$ cat config.mk
export PLATFORM = sky130hd
export DESIGN_NAME = i2c_irq_vector_unit
export DESIGN_NICKNAME = d
export VERILOG_FILES = /design/src/rtl/ivs_pkg.sv /design/src/rtl/ivs_flag_bank.sv /design/src/rtl/ivs_mask_reg.sv /design/src/rtl/ivs_prio_enc.sv /design/src/rtl/i2c_irq_vector_unit.sv
export SDC_FILE = /design/constraint.sdc
export NUM_CORES = 1
export LEC_CHECK = 0
export BUFFER_PORTS_ARGS = -buffer_cell sky130_fd_sc_hd__buf_2
export CORE_MARGIN = 4
export CORE_UTILIZATION = 45
export CTS_CLUSTER_SIZE = 16
export DETAILED_ROUTE_END_ITERATION = 7
export PLACE_DENSITY = 0.83
export SLEW_MARGIN = 40
export SYNTH_ARGS = -nofsm -noshare
export SYNTH_HDL_FRONTEND = slang
export SYNTH_HIERARCHICAL = 1
export SYNTH_SLANG_ARGS = --single-unit
export TNS_END_PERCENT = 1
$ cat constraint.sdc
create_clock -name clk -period 3.6 [get_ports clk]
set_clock_uncertainty 0.15 [all_clocks]
set_input_delay 1.08 -clock clk [delete_from_list [all_inputs] [get_ports clk]]
set_output_delay 1.08 -clock clk [all_outputs]
set_load 0.01 [all_outputs]
$ cat src/rtl/ivs_pkg.sv
`timescale 1ns/1ps
package ivs_pkg;
  localparam int NEV     = 7;
  localparam int DW      = 16;
  localparam int AW      = 2;
  localparam int VW      = $clog2(NEV + 1);
  localparam int RSF_BIT = 11;
  localparam int BB_BIT  = 12;

  typedef enum logic [AW-1:0] {
    A_STAT = 2'd0,
    A_MASK = 2'd1,
    A_VEC  = 2'd2,
    A_NONE = 2'd3
  } reg_addr_e;

  // only access-ready (2) and stop-detected (5) may be cleared by writing 1
  localparam logic [NEV-1:0] W1C_BITS = 7'b010_0100;
endpackage

$ cat src/rtl/ivs_flag_bank.sv
`timescale 1ns/1ps
module ivs_flag_bank #(
  parameter int N = 7
) (
  input  logic         clk,
  input  logic         rst_n,
  input  logic [N-1:0] set_i,
  input  logic [N-1:0] clr_i,
  output logic [N-1:0] flag_o
);
  logic [N-1:0] flag_q;

  for (genvar i = 0; i < N; i++) begin : g_flag
    always_ff @(posedge clk or negedge rst_n) begin
      if (!rst_n)         flag_q[i] <= 1'b0;
      else if (set_i[i])  flag_q[i] <= 1'b1;
      else if (clr_i[i])  flag_q[i] <= 1'b0;
    end


    evt_sets_flag_chk: assert property (@(posedge clk) disable iff (!rst_n)
      set_i[i] |=> flag_q[i]);


    flag_sticky_chk: assert property (@(posedge clk) disable iff (!rst_n)
      (flag_q[i] && !clr_i[i]) |=> flag_q[i]);
  end

  assign flag_o = flag_q;
endmodule

$ cat src/rtl/ivs_mask_reg.sv
`timescale 1ns/1ps
module ivs_mask_reg #(
  parameter int N = 7
) (
  input  logic         clk,
  input  logic         rst_n,
  input  logic         we_i,
  input  logic [N-1:0] wdata_i,
  output logic [N-1:0] mask_o
);
  always_ff @(posedge clk or negedge rst_n) begin
    if (!rst_n)    mask_o <= '0;
    else if (we_i) mask_o <= wdata_i;
  end


  mask_hold_chk: assert property (@(posedge clk) disable iff (!rst_n)
    !we_i |=> $stable(mask_o));
endmodule

$ cat src/rtl/ivs_prio_enc.sv
`timescale 1ns/1ps
module ivs_prio_enc #(
  parameter int N  = 7,
  parameter int VW = 3
) (
  input  logic [N-1:0]  req_i,
  output logic [VW-1:0] vec_o
);
  always_comb begin
    vec_o = '0;
    for (int i = N - 1; i >= 0; i--) begin
      if (req_i[i]) vec_o = VW'(i + 1);
    end
  end
endmodule

$ cat src/rtl/i2c_irq_vector_unit.sv
`timescale 1ns/1ps
module i2c_irq_vector_unit
  import ivs_pkg::*;
(
  input  logic          clk,
  input  logic          rst_n,
  input  logic [AW-1:0] reg_addr,
  input  logic          reg_wr,
  input  logic [DW-1:0] reg_wdata,
  input  logic          reg_rd,
  output logic [DW-1:0] reg_rdata,
  input  logic [NEV-1:0] evt_pulse,
  input  logic          bus_busy,
  input  logic          rx_shift_full,
  output logic          irq
);
  logic [NEV-1:0] flags;
  logic [NEV-1:0] mask;
  logic [NEV-1:0] pend;
  logic [NEV-1:0] vec_clr;
  logic [NEV-1:0] w1c_clr;
  logic [NEV-1:0] below;
  logic [VW-1:0]  vec;
  logic [DW-1:0]  stat_word;
  logic [DW-1:0]  mask_word;
  logic           rd_vec;
  logic           unused_wdata;

  assign unused_wdata = ^reg_wdata[DW-1:NEV];

  ivs_flag_bank #(.N(NEV)) u_flags (
    .clk(clk), .rst_n(rst_n),
    .set_i(evt_pulse), .clr_i(vec_clr | w1c_clr), .flag_o(flags)
  );

  ivs_mask_reg #(.N(NEV)) u_mask (
    .clk(clk), .rst_n(rst_n),
    .we_i(reg_wr && (reg_addr == A_MASK)),
    .wdata_i(reg_wdata[NEV-1:0]), .mask_o(mask)
  );

  assign pend = flags & mask;

  ivs_prio_enc #(.N(NEV), .VW(VW)) u_enc (.req_i(pend), .vec_o(vec));

  assign irq    = |pend;
  assign rd_vec = reg_rd && (reg_addr == A_VEC);

  always_comb begin
    for (int i = 0; i < NEV; i++) begin
      vec_clr[i] = rd_vec && (vec == VW'(i + 1));
      below[i]   = (VW'(i + 1) < vec);
    end
  end

  assign w1c_clr = (reg_wr && (reg_addr == A_STAT)) ? (reg_wdata[NEV-1:0] & W1C_BITS) : '0;

  always_comb begin
    stat_word          = '0;
    stat_word[NEV-1:0] = flags;
    stat_word[RSF_BIT] = rx_shift_full;
    stat_word[BB_BIT]  = bus_busy;
    mask_word          = '0;
    mask_word[NEV-1:0] = mask;
  end

  always_ff @(posedge clk or negedge rst_n) begin
    if (!rst_n) begin
      reg_rdata <= '0;
    end else if (reg_rd) begin
      case (reg_addr)
        A_STAT:  reg_rdata <= stat_word;
        A_MASK:  reg_rdata <= mask_word;
        A_VEC:   reg_rdata <= DW'(vec);
        default: reg_rdata <= '0;
      endcase
    end
  end


  lowest_wins_chk: assert property (@(posedge clk) disable iff (!rst_n)
    (vec != '0) |-> ((pend & below) == '0));


  vec_zero_chk: assert property (@(posedge clk) disable iff (!rst_n)
    (vec == '0) == (pend == '0));


  irq_match_chk: assert property (@(posedge clk) disable iff (!rst_n)
    irq == (vec != '0));


  one_ack_chk: assert property (@(posedge clk) disable iff (!rst_n)
    $onehot0(vec_clr));


  rdata_hold_chk: assert property (@(posedge clk) disable iff (!rst_n)
    !reg_rd |=> $stable(reg_rdata));
endmodule

==> impl_metrics.json, run 1 <==
{
  "core-area_um2": 2760,
  "route.detailed.drc": 0,
  "outcome": "completed",
  "holdCritStartpoint": "u_flags/flag_o[0]",
  "grt_pass1_wl_um": 4340,
  "crit_fanout": 4,
  "vias": 982,
  "dieArea_um2": 3790,
  "clkTransAtPathRegs_ns": 0.13,
  "cts_setup_buffers": 0,
  "cellPowerDensity_nw_per_um2": 417,
  "wl_per_cell_um": 14.6,
  "ioPinCount": 48,
  "cts_resized": 0,
  "vdd_ir_drop_max_mv": 0.215,
  "seq_area_frac_synth_pct": 44.6,
  "place_congestion": 0.859,
  "yosys.area.top_type_share_pct": 44.6,
  "clock_path_buffers": 2,
  "syn-instance-count": 124,
  "die_w_um": 61.5,
  "fin_setup_tns_ns": 0,
  "path_class": "register to output port",
  "synth-edff-count": 0,
  "n_antenna_cell": 0,
  "yosysMostFrequentCell": "dfrtp_1",
  "synthFlopType": "dfrtp_1",
  "tightest_slew_ns": 0.641,
  "async_flop_share_pct": 100,
  "clock_latency_ns": 0.31,
  "slew_headroom_pct": 56.9,
  "finalHoldViolCount": 0,
  "numClockSinks": 23,
  "hp-class": "register to register",
  "finalSetupViolations": 0,
  "synth_cell_type_count": 31,
  "synth_top_cell_by_area": "dfrtp_1",
  "stdcell_count": 184,
  "layout-drive-gt1-share_pct": 28.8,
  "crit_arrival_ns": 1.75,
  "startpoint_type": "register",
  "cts_htree_levels": 1,
  "antenna_left": 0,
  "max_freq_mhz": 335,
  "cts_buffers": 3,
  "viasPerCell": 5.34,
  "overflow": 0,
  "grt_pass1_vias": 962,
  "cts_tree": "yes",
  "antenna_found_initial": 0,
  "start_util_pct": 46.8,
  "yosys_warnings": 6,
  "synth_seq_cells": 23,
  "synth_area_per_cell_um2": 10.4,
  "port_buffers": 31,
  "nNetsFinal": 185,
  "timing.final.crit_share_pct": 82.8,
  "crit_path_end_kind": "output port",
  "synth_common_cells": "23 x dfrtp_1, 18 x inv_1",
  "drt_iter0_markers": 27,
  "grt_max_degree": 24,
  "synth_area_um2": 1290,
  "die_h_um": 61.5,
  "worstSetupStartpoint": "u_flags/flag_o[4]",
  "num_rows": 19,
  "drt-pass1-iter-count": 4,
  "min_period_ns": 2.98,
  "dp.cells": 180,
  "synth.area.top_cells": "dfrtp_1 45%, mux2_4 8.1%, mux2i_1 5.4%",
  "required_ns": 2.37,
  "routed_wl_um": 2690,
  "fillers": 251,
  "hold_buffers": 0,
  "cellLeakagePower_nw": 0.669,
  "root_buffer": "clkbuf_4",
  "ff2ff_setup_slack_ns": 1.55,
  "timing.rr.start": "u_flags/flag_o[5]",
  "post-dp-hpwl_um": 2020,
  "drv_slew": 0,
  "layout-area-overhead-vs-synth_pct": 12.5,
  "gr-usage-all-layers_pct": 15.4,
  "cap_violations": 0,
  "rsz0062_at_grt": "false"
}
[kinds of logic after synthesis]
group                  count (synthesis)  share of synthesized area, %
AND/OR/NAND/NOR                       30                          14.4
multiplexers                          14                          13.6
other                                  1                         0.291
buffers and inverters                 30                          11.6
flip-flops                            23                          44.6
AO/OA/AOI/OAI                         26                          15.5
[cell type report]
| class | count | area [um2] | area share [%] |
|---|---|---|---|
| tap | 31 | 38.8 | 2.67 |
| multi-input combinational | 77 | 587 | 40.4 |
| clock inverter | 1 | 5.00 | 0.345 |
| timing repair buffer | 31 | 155 | 10.7 |
| sequential | 23 | 576 | 39.7 |
| inverter | 18 | 67.6 | 4.66 |
| clock buffer | 3 | 22.5 | 1.55 |
[worst paths after layout]
check                               endpoint  cells after the start
max                                      irq                      3
min                        u_flags/flag_o[0]                      1
max reg2reg                u_flags/flag_o[6]                      8
min reg2reg                u_flags/flag_o[0]                      1
max in group asynchronous   u_mask/mask_o[1]                      1
min in group asynchronous  u_flags/flag_o[2]                      1
[placed cells by master, fill, tap and decap left out]
cell       netlist  layout
or4b_1           1       1
o22ai_1          4       4
a222oi_1         1       1
o221ai_1         3       3
buf_2            3      31
nor3_1           1       1
inv_1           18      18
a22o_1           1       1
clkinv_2         0       1
nand2_1          3       3
clkbuf_4         0       3
nor3b_1          1       1
nand4bb_1        1       1
and3b_1          1       1
o2bb2ai_1        2       2
o21ai_0          1       1
dfrtp_1         23      23
o32ai_1          2       2
and2_1           6       6
conb_1           1       7
a21o_1           7       7
a2111oi_2        1       1
o31ai_1          1       1
mux2_4           7       7
mux2i_1          7       7
nand4b_1         4       4
and2_2           1       1
nor2_1           7       7
a21oi_1          3       3
nand2b_1         4       4
[report_power, final]
group	total [mW]	switching (mW)	leakage, nW	internal (mW)
sequential	0.311	0.0235	0.260	0.288
combinational	0.172	0.0909	0.391	0.0807
clock	0.122	0.0809	0.0177	0.0416
total	0.605	0.195	0.669	0.410
[routing by layer]
metal	wire, um	track usage, %	part of all wire [%]	up-vias
met5	0	0	0	-
met4	32	5.45	1.2	0
met3	190	1.89	7.1	4
met2	1280	25.0	48	37
met1	1190	21.3	44	468
li1	-	-	-	473
[registers in the layout (all words and copies together) (netlist names)]
name	count
reg_rdata	9
u_flags/flag_o	7
u_mask/mask_o	7
[critical path: stages (launching register included)]
cell and delay (ns):
dfrtp_1 0.43, a222oi_1 0.36, or4b_1 0.49, buf_2 0.16
[through the flow]
| stage | cell area (um2) | total power, mW | utilization, % | hold slack [ns] | setup slack [ns] |
|---|---|---|---|---|---|
| 3_3_place_gp | 1420 | 0.477 | 51.6 | 0.335 | 1.00 |
| 3_5_place_dp | 1420 | 0.486 | 51.6 | 0.343 | 0.982 |
| 4_1_cts | 1450 | 0.607 | 52.6 | 0.373 | 0.604 |
| 2_1_floorplan | 1310 | 0.438 | - | 0.317 | 1.19 |
| 6_report | 1450 | 0.605 | 52.6 | 0.373 | 0.618 |
| 5_1_grt | 1450 | 0.642 | 52.6 | 0.408 | 0.568 |
Note: power is estimated with default switching activity, not from simulation.
==> inputs of run 2 (changes only) <==
- ABC_AREA: default -> 1
- CORE_UTILIZATION: 45 -> 44
- PLACE_DENSITY: 0.83 -> 0.84
- clock period: 3.6 -> 2.66 ns (I/O delays scaled with it)
==> impl_metrics.json, run 2 <==
{
  "crit_arrival_ns": 1.24,
  "dieArea_um2": 3950,
  "seq_area_frac_synth_pct": 43.4,
  "fin_area_um2": 1470,
  "cts_resized": 0,
  "path_class": "register to output port",
  "wl_per_cell_um": 10.6,
  "rsz0062_at_grt": "false",
  "synth_top_cell_by_area": "dfrtp_1",
  "synth_area_um2": 1330,
  "grt_pass1_wl_um": 4640,
  "overflow": 0,
  "routed_wl_um": 2690,
  "async_flop_share_pct": 100,
  "cellPowerDensity_nw_per_um2": 541,
  "num_rows": 19,
  "antenna_left": 0,
  "final_util_pct": 52.5,
  "largest_register_ffs": 9,
  "switching_share_pct": 34.3,
  "numClockSinks": 23,
  "syn-instance-count": 193,
  "reg2reg_depth": 12,
  "crit_fanout": 3,
  "grt_max_degree": 24,
  "synth.area.top_cells": "dfrtp_1 43%, nand2_1 24%, nand3_1 6.8%",
  "netSwitchingPower_mw": 0.274,
  "crit_path_end_kind": "output port",
  "pre_cts_slack_ns": 0.628,
  "yosys_warnings": 6,
  "min_period_ns": 2.19,
  "fin_ws_ns": 0.471,
  "hold_buffers": 0,
  "core-area_um2": 2810,
  "seqPwrFrac_pct": 51.6,
  "port_buffers": 31,
  "vias": 1180,
  "layout-area-overhead-vs-synth_pct": 11.2,
  "outcome": "completed",
  "layout_commonest_cell": "nand2_1",
  "synthFlopType": "dfrtp_1",
  "antenna_found_initial": 0,
  "place_congestion": 0.882,
  "p_int_mw": 0.524,
  "n_antenna_cell": 0,
  "p_clk_share_pct": 20.3,
  "ioPinCount": 48,
  "post_dp_cell_area_um2": 1450,
  "finalHoldViolCount": 0,
  "layout_common_cells": "84 x nand2_1, 31 x buf_2, 23 x dfrtp_1",
  "finalPower_mw": 0.798,
  "die_w_um": 62.9,
  "cts_buffers": 3,
  "nNetsFinal": 255,
  "post-dp-hpwl_um": 2180,
  "cts_tree": "yes",
  "start_util_pct": 47.2,
  "clock_path_buffers": 2,
  "vdd_ir_drop_max_mv": 0.267,
  "cts_htree_levels": 1,
  "synth_common_cells": "84 x nand2_1, 23 x dfrtp_1, 20 x inv_1",
  "fin_setup_tns_ns": 0,
  "hp-class": "primary input to asynchronous set/reset pin",
  "required_ns": 1.71,
  "cts_setup_buffers": 0,
  "yosys.area.top_type_share_pct": 43.4,
  "drt-pass1-iter-count": 4,
  "synth_seq_cells": 23,
  "largest_register": "reg_rdata",
  "finalSetupViolations": 0,
  "startpoint_type": "register",
  "root_buffer": "clkbuf_4",
  "combPwrFrac_pct": 28.2,
  "gr-usage-all-layers_pct": 14.7,
  "drt_iter0_markers": 50,
  "clkTransAtPathRegs_ns": 0.12,
  "layout-drive-gt1-share_pct": 22.9,
  "route.detailed.drc": 0,
  "cap_violations": 0,
  "yosysMostFrequentCell": "nand2_1",
  "drv_slew": 0,
  "synth_cell_type_count": 18,
  "clock_latency_ns": 0.32,
  "synth-edff-count": 0,
  "viasPerCell": 4.65,
  "cellLeakagePower_nw": 0.886,
  "grt_pass1_vias": 1056,
  "max_freq_mhz": 457,
  "die_h_um": 62.9,
  "timing.final.crit_share_pct": 82.3,
  "synth_area_per_cell_um2": 6.87
}
-- run 2: final cells by class --
type | instances | area [um2]
clock buffers | 4 | 26.3
fillers | 302 | 1330
inverters | 31 | 116
multi-input cells | 134 | 562
flip-flops and latches | 23 | 576
well taps | 31 | 38.8
repair buffers | 31 | 155
-- run 2: metrics by stage --
stage	hold slack [ns]	cells
detailed placement	0.312	250
global placement	0.307	250
floorplan	0.312	199
global route	0.306	254
CTS	0.284	254
finish	0.273	254
-- run 2: worst max-delay path, stage by stage, from the launching register on --
cell	delay, ns
dfrtp_1	0.42
nand2_1	0.08
inv_2	0.05
nor3_1	0.18
nand2_1	0.07
buf_2	0.14
-- run 2: path summary, 6_finish.rpt --
path,slack (ns),endpoint,startpoint
setup reg to reg,0.81,u_flags/flag_o[5],u_mask/mask_o[6]
hold reg to reg,0.34,reg_rdata[5],reg_rdata[5]
setup / recovery,0.47,irq,u_mask/mask_o[4]
min in group clk,0.34,reg_rdata[5],reg_rdata[5]
hold / removal,0.27,u_flags/flag_o[2],rst_n
max in group asynchronous,1.75,u_flags/flag_o[5],rst_n
-- run 2: logic make-up after synthesis --
| family | count (synthesis) | share of synthesized area (%) |
|---|---|---|
| AND/OR/NAND/NOR | 122 | 38.5 |
| other | 1 | 0.283 |
| buffers and inverters | 42 | 15.9 |
| AO/OA/AOI/OAI | 5 | 1.89 |
| flip-flops | 23 | 43.4 |
-- run 2: power by group through the flow --
stage / logic [mW] / clock network (mW) / registers (mW)
floorplan: 0.161 / 0 / 0.421
global placement: 0.222 / 0 / 0.416
detailed placement: 0.225 / 0 / 0.419
CTS: 0.226 / 0.171 / 0.412
global route: 0.259 / 0.186 / 0.418
finish: 0.225 / 0.162 / 0.412
-- run 2: per-layer routing --
layer  vias up  GRT usage (%)  wire (um)
li1        626              -          -
met1       500           20.3       1230
met2        49           23.1       1200
met3         5           2.88        210
met4         0           4.96         55
met5         -              0          0
==> inputs of run 3 (changes only) <==
- CORE_UTILIZATION: 44 -> 45
- PLACE_DENSITY: 0.84 -> 0.83
- clock period: 2.66 -> 2.1 ns (I/O delays scaled with it)
==> impl_metrics.json, run 3 (synthesized netlist as in run 2, its figures left out) <==
{
  "outcome": "completed",
  "startpoint_type": "register",
  "overflow": 0,
  "crit_fanout": 3,
  "stdcell_count": 257,
  "port_buffers": 31,
  "layout_commonest_cell": "nand2_1",
  "use_met2_pct": 21.8,
  "n_antenna_cell": 0,
  "numClockSinks": 23,
  "layout-drive-gt1-share_pct": 25.2,
  "ioPinCount": 48,
  "post-dp-hpwl_um": 2130,
  "grt_max_degree": 24,
  "cellPowerDensity_nw_per_um2": 681,
  "max_freq_mhz": 495,
  "cts_buffers": 3,
  "grtUsageMet3_pct": 3.06,
  "layout-area-overhead-vs-synth_pct": 13.6,
  "drt_iter0_markers": 82,
  "core-area_um2": 2780,
  "clock_latency_ns": 0.31,
  "reg2reg_depth": 12,
  "largest_register_ffs": 9,
  "drv_slew": 0,
  "finalSetupViolations": 0,
  "die_h_um": 62.3,
  "gr-usage-all-layers_pct": 13.7,
  "clkTransAtPathRegs_ns": 0.13,
  "cellLeakagePower_nw": 0.904,
  "timing.rr.start": "u_mask/mask_o[6]",
  "grt_pass1_vias": 1069,
  "wl_per_cell_um": 11.1,
  "cap_violations": 0,
  "route.detailed.drc": 0,
  "holdWs_ns": 0.111,
  "viasPerCell": 4.77,
  "layout_common_cells": "83 x nand2_1, 31 x buf_2, 23 x dfrtp_1",
  "ff2ff_setup_slack_ns": 0.19,
  "required_ns": 1.32,
  "largest_register": "reg_rdata",
  "clock_path_buffers": 2,
  "crit_path_end_kind": "output port",
  "antenna_left": 0,
  "grt_pass1_wl_um": 4490,
  "timing.rr.end": "u_flags/flag_o[5]",
  "antenna_found_initial": 0,
  "dp.cells": 251,
  "busiest_layer": "met2",
  "final_util_pct": 54.1,
  "timing.final.crit_share_pct": 96.3,
  "drt-pass1-iter-count": 4,
  "met1_usage_pct": 18.6,
  "vias": 1226,
  "crit_arrival_ns": 1.24,
  "start_util_pct": 47.6,
  "finalHoldViolCount": 0,
  "fillers": 292,
  "nNetsFinal": 258,
  "dieArea_um2": 3880,
  "rsz0062_at_grt": "true",
  "min_period_ns": 2.02,
  "routed_wl_um": 2850,
  "root_buffer": "clkbuf_4",
  "vdd_ir_drop_max_mv": 0.425,
  "cts_htree_levels": 1,
  "path_class": "register to output port",
  "place_congestion": 0.918,
  "die_w_um": 62.3,
  "cts_tree": "yes",
  "num_rows": 19,
  "hp-class": "primary input to asynchronous set/reset pin",
  "fin_setup_tns_ns": 0
}
==> run 3: cell count changes in the layout (fill, tap and decap cells not counted) <==
cell      before  now
buf_4          0    3
clkbuf_1       1    0
clkinv_2       0    1
nand2_1       84   83
nand2_2        3    4
nor3_1         3    2
nor3_2         0    1
==> run 3: worst max path at each step <==
stage / slack (ns) / start / to
after floorplan: 0.47 / u_flags/flag_o[4] / u_flags/flag_o[5]
after global placement: 0.29 / u_mask/mask_o[6] / u_flags/flag_o[5]
after detailed placement: 0.24 / u_mask/mask_o[6] / u_flags/flag_o[5]
after CTS: 0.04 / u_mask/mask_o[4] / irq
after global routing: -0.04 / u_mask/mask_o[4] / irq
final: 0.08 / u_mask/mask_o[4] / irq
==> run 3: cell type report <==
type / instances / area (um2) / area share [%]
clock inverters: 1 / 5.00 / 0.333
inverters: 31 / 116 / 7.73
multi-input cells: 134 / 569 / 37.8
well taps: 31 / 38.8 / 2.58
flip-flops and latches: 23 / 576 / 38.2
clock buffers: 3 / 22.5 / 1.50
repair buffers: 34 / 178 / 11.8
==> run 3: where the power goes <==
group / internal, mW / switching [mW] / total (mW)
logic: 0.107 / 0.191 / 0.298
clock network: 0.0711 / 0.134 / 0.205
registers: 0.489 / 0.0340 / 0.523
total: 0.667 / 0.358 / 1.03
==> run 3: what timing repair did <==
item | in CTS | in global routing
endpoints found under the setup margin | 0 | 1
hold buffers | 0 | 0
resized for setup | 0 | 2
setup buffers | 0 | 2
==> run 3: stage by stage <==
stage / power, mW / cell area (um2) / setup slack (ns)
floorplan: 0.736 / 1350 / 0.471
global placement: 0.809 / 1460 / 0.293
detailed placement: 0.816 / 1460 / 0.243
CTS: 1.03 / 1480 / 0.0393
global route: 1.10 / 1510 / -0.0409
finish: 1.03 / 1510 / 0.0781
==> run 3: layer usage <==
metal,share of wire (%),vias to the layer above
li1,-,632
met2,46,48
met4,0.95,0
met1,44,542
met3,8.8,4
met5,0,-
==> run 3: worst max-delay path, stage by stage, from the launching register on <==
cell and delay, ns:
dfrtp_1 0.44, nand2_2 0.08, inv_2 0.05, nor3_2 0.16, nand2_1 0.06, buf_2 0.14
